$ cat src/rtl/tflag_pkg.sv
package tflag_pkg;
  localparam int DW = 32;
  localparam int IW = 8;

  typedef enum logic [3:0] {
    OP_NOP  = 4'd0,
    OP_ADDC = 4'd1,
    OP_ADDV = 4'd2,
    OP_DEC  = 4'd3,
    OP_SGE  = 4'd4,
    OP_SGT  = 4'd5,
    OP_UGE  = 4'd6,
    OP_UGT  = 4'd7,
    OP_POS  = 4'd8,
    OP_NNEG = 4'd9,
    OP_EQI  = 4'd10,
    OP_BYTE = 4'd11,
    OP_CLRT = 4'd12
  } tf_op_e;
endpackage

$ cat src/rtl/tf_arith.sv
module tf_arith
  import tflag_pkg::*;
#(
  parameter int W = DW
) (
  input  logic [3:0]   op,
  input  logic [W-1:0] a,
  input  logic [W-1:0] b,
  input  logic         t_in,
  output logic [W-1:0] res,
  output logic         vld,
  output logic         t_out,
  output logic         t_wr
);
  function automatic logic [W:0] sum3(input logic [W-1:0] x, input logic [W-1:0] y, input logic c);
    return {1'b0, x} + {1'b0, y} + {{W{1'b0}}, c};
  endfunction

  function automatic logic sovf(input logic [W-1:0] x, input logic [W-1:0] y, input logic [W-1:0] s);
    return (x[W-1] == y[W-1]) && (s[W-1] != x[W-1]);
  endfunction

  logic [W:0]   carry_sum;
  logic [W:0]   plain_sum;
  logic [W-1:0] dec_val;

  assign carry_sum = sum3(a, b, t_in);
  assign plain_sum = sum3(a, b, 1'b0);
  assign dec_val   = a - {{(W-1){1'b0}}, 1'b1};

  always_comb begin
    res   = '0;
    vld   = 1'b0;
    t_out = 1'b0;
    t_wr  = 1'b0;
    unique case (op)
      OP_ADDC: begin
        res = carry_sum[W-1:0]; vld = 1'b1; t_out = carry_sum[W]; t_wr = 1'b1;
      end
      OP_ADDV: begin
        res = plain_sum[W-1:0]; vld = 1'b1; t_wr = 1'b1;
        t_out = sovf(a, b, plain_sum[W-1:0]);
      end
      OP_DEC: begin
        res = dec_val; vld = 1'b1; t_wr = 1'b1; t_out = (dec_val == '0);
      end
      default: ;
    endcase
  end
endmodule

$ cat src/rtl/tf_compare.sv
module tf_compare
  import tflag_pkg::*;
#(
  parameter int W  = DW,
  parameter int IWD = IW
) (
  input  logic [3:0]     op,
  input  logic [W-1:0]   a,
  input  logic [W-1:0]   b,
  input  logic [W-1:0]   r0,
  input  logic [IWD-1:0] imm,
  output logic           t_out,
  output logic           t_wr
);
  localparam int LANES = W / 8;

  logic [W-1:0]     diff;
  logic [LANES-1:0] lane_hit;
  logic [W-1:0]     imm_ext;

  assign diff    = a ^ b;
  assign imm_ext = {{(W-IWD){imm[IWD-1]}}, imm};

  for (genvar i = 0; i < LANES; i++) begin : g_lane
    assign lane_hit[i] = (diff[i*8 +: 8] == 8'h00);
  end

  always_comb begin
    t_out = 1'b0;
    t_wr  = 1'b1;
    unique case (op)
      OP_SGE:  t_out = $signed(a) >= $signed(b);
      OP_SGT:  t_out = $signed(a) >  $signed(b);
      OP_UGE:  t_out = a >= b;
      OP_UGT:  t_out = a >  b;
      OP_POS:  t_out = !a[W-1] && (a != '0);
      OP_NNEG: t_out = !a[W-1];
      OP_EQI:  t_out = (r0 == imm_ext);
      OP_BYTE: t_out = |lane_hit;
      OP_CLRT: t_out = 1'b0;
      default: t_wr  = 1'b0;
    endcase
  end
endmodule

$ cat src/rtl/tf_flag_reg.sv
module tf_flag_reg (
  input  logic clk,
  input  logic rst_n,
  input  logic wr,
  input  logic d,
  output logic q
);
  always_ff @(posedge clk) begin
    if (!rst_n)  q <= 1'b0;
    else if (wr) q <= d;
  end
endmodule

$ cat src/rtl/tflag_cmp_unit.sv
module tflag_cmp_unit
  import tflag_pkg::*;
#(
  parameter int W   = DW,
  parameter int IWD = IW
) (
  input  logic           clk,
  input  logic           rst_n,
  input  logic           en,
  input  logic [3:0]     op,
  input  logic [W-1:0]   rn_i,
  input  logic [W-1:0]   rm_i,
  input  logic [W-1:0]   r0_i,
  input  logic [IWD-1:0] imm_i,
  output logic [W-1:0]   res_o,
  output logic           res_vld_o,
  output logic           t_o
);
  logic [W-1:0] arith_res;
  logic         arith_vld;
  logic         arith_t;
  logic         arith_wr;
  logic         cmp_t;
  logic         cmp_wr;
  logic         t_wr;
  logic         t_next;

  tf_arith #(.W(W)) u_arith (
    .op(op), .a(rn_i), .b(rm_i), .t_in(t_o),
    .res(arith_res), .vld(arith_vld), .t_out(arith_t), .t_wr(arith_wr)
  );

  tf_compare #(.W(W), .IWD(IWD)) u_cmp (
    .op(op), .a(rn_i), .b(rm_i), .r0(r0_i), .imm(imm_i),
    .t_out(cmp_t), .t_wr(cmp_wr)
  );

  assign t_wr   = en && (arith_wr || cmp_wr);
  assign t_next = arith_wr ? arith_t : cmp_t;

  tf_flag_reg u_flag (.clk(clk), .rst_n(rst_n), .wr(t_wr), .d(t_next), .q(t_o));

  assign res_vld_o = en && arith_vld;
  assign res_o     = res_vld_o ? arith_res : '0;
endmodule

$ cat config.mk
export PLATFORM = sky130hd
export DESIGN_NAME = tflag_cmp_unit
export DESIGN_NICKNAME = d
export VERILOG_FILES = /design/src/rtl/tflag_pkg.sv /design/src/rtl/tf_arith.sv /design/src/rtl/tf_compare.sv /design/src/rtl/tf_flag_reg.sv /design/src/rtl/tflag_cmp_unit.sv
export SDC_FILE = /design/constraint.sdc
export NUM_CORES = 1
export LEC_CHECK = 0
export BUFFER_PORTS_ARGS = -buffer_cell sky130_fd_sc_hd__clkbuf_2
export CAP_MARGIN = 20
export CORE_AREA = 2 2 143 145
export CTS_CLUSTER_SIZE = 28
export DETAILED_ROUTE_END_ITERATION = 8
export DIE_AREA = 0 0 145 147
export SLEW_MARGIN = 40
export SYNTH_ARGS = -nofsm -noshare
export SYNTH_HDL_FRONTEND = slang
export SYNTH_SLANG_ARGS = --single-unit
$ cat constraint.sdc
create_clock -name clk -period 9.15 [get_ports clk]
set_input_delay 0.915 -clock clk [delete_from_list [all_inputs] [get_ports clk]]
set_output_delay 0.915 -clock clk [all_outputs]
set_load 0.01 [all_outputs]
# Yosys cells after proc, flatten, opt, wreduce, memory -nomap -nowiden
# Cells that the tools add are included.
[word_totals] word_cells=46 input_bits=111 output_inout_bits=34 mem_count=0 romBits=0 latchBits=0 mem_bits_rw=0 reg_bits=1
[classes] n_addsub=3 n_mul=0 n_lt_le_gt_ge=4 eq_ne=15 muxes=7 reduce_logical=15 div=0 shift=0 bitwise_logic=1
[op_table] op="32-bit one-hot mux with 3 select lines" n=1
[op_table] op="32-bit >= comparator" n=2
[op_table] op="32-bit greater-than comparator" n=2
[op_table] op="32-bit by 32-bit adder with 33-bit output" n=1
[op_table] op="33-bit by 1-bit adder with 33-bit output" n=1
[op_table] op="32-bit == test" n=1
[op_table] op="32-bit logical NOT" n=1
[op_table] op="8-bit logical NOT" n=4
[op_table] op="32-bit two-way mux" n=1
[op_table] op="32-bit nonzero test" n=1
[op_table] op="32-bit by 1-bit subtractor with 32-bit output (second input constant)" n=1
[op_table] op="32-bit bitwise XOR" n=1
[op_table] op="4-bit == test (second input constant)" n=5
[op_table] op="4-bit by 3-bit == test with 1-bit output (second input constant)" n=4
[op_table] op="9-bit OR reduction" n=1
[op_table] op="4-bit by 2-bit == test with 1-bit output (second input constant)" n=2
[op_table] op="1-bit one-hot mux with 8 select lines" n=1
[op_table] op="4-bit by 1-bit == test with 1-bit output (second input constant)" n=1
[op_table] op="1-bit logical AND" n=4
[op_table] op="4-bit OR reduction" n=1
[op_table] op="1-bit two-way mux" n=3
[op_table] op="1-bit one-hot mux with 3 select lines" n=1
[op_table] op="3-bit OR reduction" n=1
[op_table] op="1-bit == test" n=1
[op_table] op="other kinds (3)" n=3

# Longest topological paths before layout
[logic_depth] depth_word=5 mapped_depth=14

# Modules after synthesis
# From an unflattened synthesis, not the netlist that was laid out.
[unflattened] hier_cells=821 hier_area_um2=5454.0
[by_module_without_submodules] module="tf_arith" n_inst=1 seq_area_each_um2=0.0 area_each_um2=3932.5 cells_per_inst=602
[by_module_without_submodules] module="tf_compare" n_inst=1 seq_area_each_um2=0.0 area_each_um2=1204.9 cells_per_inst=175
[by_module_without_submodules] module="tflag_cmp_unit" n_inst=1 seq_area_each_um2=0.0 area_each_um2=280.3 cells_per_inst=41
[by_module_without_submodules] module="tf_flag_reg" n_inst=1 seq_area_each_um2=20.0 area_each_um2=36.3 cells_per_inst=3

# Worst setup path after synthesis
# OpenSTA, ideal clock, no wires.
[synth_path] path_type="input to output" start="input rm_i[12]" end="output res_o[31]" slack_ns=4.046 t_arrival_ns=4.189 n_path_buf=1 required_time_ns=8.235 cell_stages=13 cell_sequence="inv_1 -> ha_1 -> clkbuf_1 -> nor4_1 -> o21ai_0 -> o311ai_0 -> nor3_1 -> xnor2_1 -> a2111oi_4 -> nand3b_1 -> or2_2 -> o31a_1 -> o31ai_1"
[synth_between] elab_chain_cells=4
[synth_rtl] item="start, declared" line_no="tflag_cmp_unit.sv:12" rtl="input logic [W-1:0] rm_i,"
[synth_rtl] item="32-bit by 32-bit adder with 33-bit output (*)" line_no="tf_arith.sv:16" rtl="return {1'b0, x} + {1'b0, y} + {{W{1'b0}}, c};"
[synth_rtl] item="33-bit by 1-bit adder with 33-bit output" line_no="tf_arith.sv:16"
[synth_rtl] item="32-bit one-hot mux with 3 select lines (*)" line_no="tf_arith.sv:36" rtl="unique case (op)"
[synth_rtl] item="32-bit two-way mux (*)" line_no="tflag_cmp_unit.sv:44" rtl="assign res_o = res_vld_o ? arith_res : '0;"
[synth_rtl] item="end, declared" line_no="tflag_cmp_unit.sv:15" rtl="output logic [W-1:0] res_o,"
# Every way passes the cells marked *; elsewhere a longest branch is shown, timed or not.

# Worst setup path after layout
[layout_path] start="input rn_i[12]" end="output res_o[30]"
[layout_between] elab_chain_cells=4 elab_cells_between_ends=5
[layout_rtl] item="start, declared" line_no="tflag_cmp_unit.sv:11" rtl="input logic [W-1:0] rn_i,"
[layout_rtl] item="32-bit by 32-bit adder with 33-bit output" line_no="tf_arith.sv:16"
[layout_rtl] item="33-bit by 1-bit adder with 33-bit output" line_no="tf_arith.sv:16"
[layout_rtl] item="32-bit one-hot mux with 3 select lines (*)" line_no="tf_arith.sv:36"
[layout_rtl] item="32-bit two-way mux (*)" line_no="tflag_cmp_unit.sv:44"
# Marks and branches as above.

==> flow_metrics.py <==
metrics = {
    "setup_path": {
        "path_max_fanout": 12,
        "cp.required_ps": 8240,
        "cpLargestDelayFamily": "simple AND/OR/NAND/NOR gates",
        "reg2reg_depth": 10,
        "crit_chain": "clkbuf_2 > ha_1 > or4_1 > or3_1 > a21oi_1 > o211ai_1 > and4_1 > nor3b_1 > nand3_1 > or3_1 > o311a_1 > a21oi_1 > clkbuf_2",
        "slowest_delay_ps": 620,
        "path_class": "in2out",
        "r2r_start": "u_flag.q",
        "rrSetupSlack_ps": 5740,
        "cp_data_arrival_time_ps": 5320,
        "path_buf_inv": 2,
        "end_kind": "output pin",
        "slowest_stage": "or4_1",
        "start_kind": "input port",
        "reg2reg_to": "u_flag.q",
    },
    "sta": {
        "slew_headroom_pct": 41.1,
        "period_share_pct": 68.2,
        "finalHoldViolCount": 0,
        "finalClockSkew_ps": 0,
        "rsz0062_at_grt": "false",
        "holdWs_ps": 714,
        "fmaxAchievable_ghz": 0.160,
        "tns_ps": 0,
        "worst_pin_slew_ps": 876,
        "fin_crit_ps": 6240,
        "slew_viol_final": 0,
        "setup_viol": 0,
    },
    "route": {
        "via_per_inst": 5.79,
        "vias": 7388,
        "routedWlPerCell_um": 17.6,
        "drc": 0,
        "first_iter_violations": 630,
        "firstDrtPassIters": 7,
        "drt-total-wl_um": 22500,
        "ant_nets": 0,
    },
    "clocking": {
        "postCtsSetupBuffers": 0,
        "clkSlewWorstSetupHoldPaths_ps": 0,
        "ctsHoldBuffers": 0,
        "cts_resized": 0,
        "clk_latency_ps": 0,
    },
    "pwr": {
        "internal-power_uw": 141,
        "pwr-share-seq_pct": 1.4,
        "swShare_pct": 61.9,
        "p_leak_nw": 2.77,
        "vdd_ir_drop_max_uv": 16.6,
        "p_comb_share_pct": 98.6,
        "p_clk_share_pct": 0,
        "net-switching-power_uw": 230,
        "p_per_area_nw_per_um2": 54.8,
    },
    "layout": {
        "finalInstanceArea_sq_um": 6770,
        "top_register": "u_flag.q",
        "nets": 1190,
        "reg_top3": "u_flag.q (1)",
        "layout-drive-gt1-share_pct": 17.3,
        "area_growth_pct": 16.2,
        "fill_cells": 2225,
        "register_area_sq_um": 20.0,
        "multi_input_area_sq_um": 5410,
        "largest_register_ffs": 1,
        "diodes": 0,
    },
    "global_routing": {
        "first_global_vias": 6746,
        "overflow": 0,
        "grt_first_pass_wirelength_um": 35400,
        "antenna_found_initial": 0,
        "grt_usage_pct": 19.9,
        "grt_max_degree": 25,
    },
    "synth": {
        "synth.distinct_cells": 74,
        "synth-seq-cells": 1,
        "syn_nets": 1082,
        "async_flop_share_pct": 0,
        "yosysSeqAreaShare_pct": 0.343,
        "synth_ff_type": "dfxtp_1",
        "yosysWarningCount": 0,
        "netlist_area_sq_um": 5830,
        "synth_edf_count": 0,
        "synth_cells": 901,
        "syn_area_per_cell_sq_um": 6.47,
    },
    "worst_hold_path": {
        "hold_class": "reg2reg",
        "hp-start": "u_flag.q",
        "hold-path-endpoint": "u_flag.q",
        "whs_path_depth": 3,
    },
    "placed_design": {
        "place_area_sq_um": 6760,
        "io_buffers": 144,
        "place.gp.congestion": 0.931,
        "place_hpwl_um": 18600,
    },
    "floorplanning": {
        "num_rows": 52,
        "start_util_pct": 29.4,
        "dieArea_sq_um": 21300,
        "fp.dieH_um": 147,
        "coreArea_sq_um": 19800,
        "io-pin-count": 145,
        "die_w_um": 145,
    },
    "job": {
        "drv_cap": 0,
    },
    "status": {
        "status": "finished, final reports clean",
    },
}
worst reg2reg max path: stages (launching register included):
cell,delay (ps)
dfxtp_1,350
ha_1,190
ha_1,190
nand2_1,120
a2111oi_1,580
o2111ai_1,340
nor3_1,580
nand2_1,210
nor4_1,410
a311o_1,220
nand3_1,70
cells by family after synthesis:
| logic type | Yosys count | share of synthesized area [%] |
|---|---|---|
| and+or+nand+nor | 384 | 35.0 |
| AOI/OAI and AO/OA | 262 | 31.2 |
| buffers and inverters | 111 | 7.23 |
| adders and majority gates | 70 | 15.2 |
| xor gates and xnor gates | 68 | 10.2 |
| muxes | 5 | 0.859 |
| DFF | 1 | 0.343 |
Yosys cell counts, drive strengths merged (5+ instances only):
library cell / number / area (sq um)
nand3: 31 / 155
or2: 10 / 62.6
a222oi: 7 / 70.1
clkbuf: 36 / 135
o31a: 5 / 43.8
xor2: 29 / 254
nor2: 97 / 364
nor4: 38 / 244
xnor2: 39 / 342
inv: 70 / 263
nand2b: 12 / 75.1
or4: 13 / 97.6
nand4: 21 / 131
nor2b: 17 / 106
mux2i: 5 / 50.1
o22ai: 10 / 62.6
nand2: 48 / 180
and3: 12 / 75.1
a21oi: 67 / 335
o211ai: 9 / 67.6
nor3b: 7 / 52.6
o21a: 11 / 82.6
o311ai: 6 / 52.6
a21o: 7 / 52.6
a2111oi: 8 / 95.1
a211oi: 12 / 90.1
and2: 7 / 43.8
o21bai: 11 / 82.6
o21ai: 39 / 195
ha: 69 / 863
a31oi: 11 / 68.8
nor3: 35 / 175
a22oi: 6 / 45.0
or3: 18 / 118
nand4b: 5 / 43.8
o31ai: 16 / 120
buf: 5 / 23.8
power by group through the flow:
stage | registers (mW) | clock network, mW | logic [mW]
6_report | 0.00525 | 0 | 0.366
5_1_grt | 0.00535 | 0 | 0.403
4_1_cts | 0.00530 | 0 | 0.358
3_5_place_dp | 0.00528 | 0 | 0.356
3_3_place_gp | 0.00530 | 0 | 0.354
2_1_floorplan | 0.00531 | 0 | 0.248
cell usage in the layout, fill, tap and decap left out, types with 12 or more instances in the layout:
master      n
clkbuf_2  144
nor2_1     97
inv_1      69
ha_1       69
a21oi_1    67
nand2_1    48
xnor2_1    39
o21ai_0    37
nor3_1     35
nor4_1     35
nand3_1    31
xor2_1     29
nand4_1    21
or3_1      17
nor2b_1    17
o31ai_1    15
or4_1      13
nand2b_1   12
a211oi_1   12
per-layer routing:
layer	routed length [um]	global-route usage (%)	share of wire, %
met5	0	0	0
met4	450	3.66	2.0
met3	1510	1.02	6.7
met2	10500	34.3	47
met1	10000	27.7	45
area by class of cell:
cell class              instances  area share, %
well taps                     270           4.99
multi-input cells             789           79.9
repair buffers                147           11.0
inverters                      70           3.88
flip-flops and latches          1          0.296
per-stage QoR:
| stage | worst slack, ps | total power, mW | std cells | util, % |
|---|---|---|---|---|
| 2_1_floorplan | 4050 | 0.253 | 901 | - |
| 3_3_place_gp | 3020 | 0.360 | 1277 | 34.0 |
| 3_5_place_dp | 3010 | 0.362 | 1277 | 34.1 |
| 4_1_cts | 3000 | 0.364 | 1277 | 34.1 |
| 5_1_grt | 2560 | 0.408 | 1277 | 34.1 |
| 6_report | 2910 | 0.371 | 1277 | 34.1 |
worst max path at each step:
stage / start / endpoint / slack (ps) / cells past startpoint
6_report: rn_i[12] / res_o[30] / 2910 / 13
5_1_grt: rn_i[0] / res_o[30] / 2560 / 15
4_1_cts: rn_i[12] / res_o[30] / 3000 / 13
3_5_place_dp: rn_i[12] / res_o[30] / 3010 / 13
3_3_place_gp: rn_i[12] / res_o[31] / 3020 / 13
2_1_floorplan: rm_i[12] / res_o[31] / 4050 / 13
(Power assumes the default switching activity.)
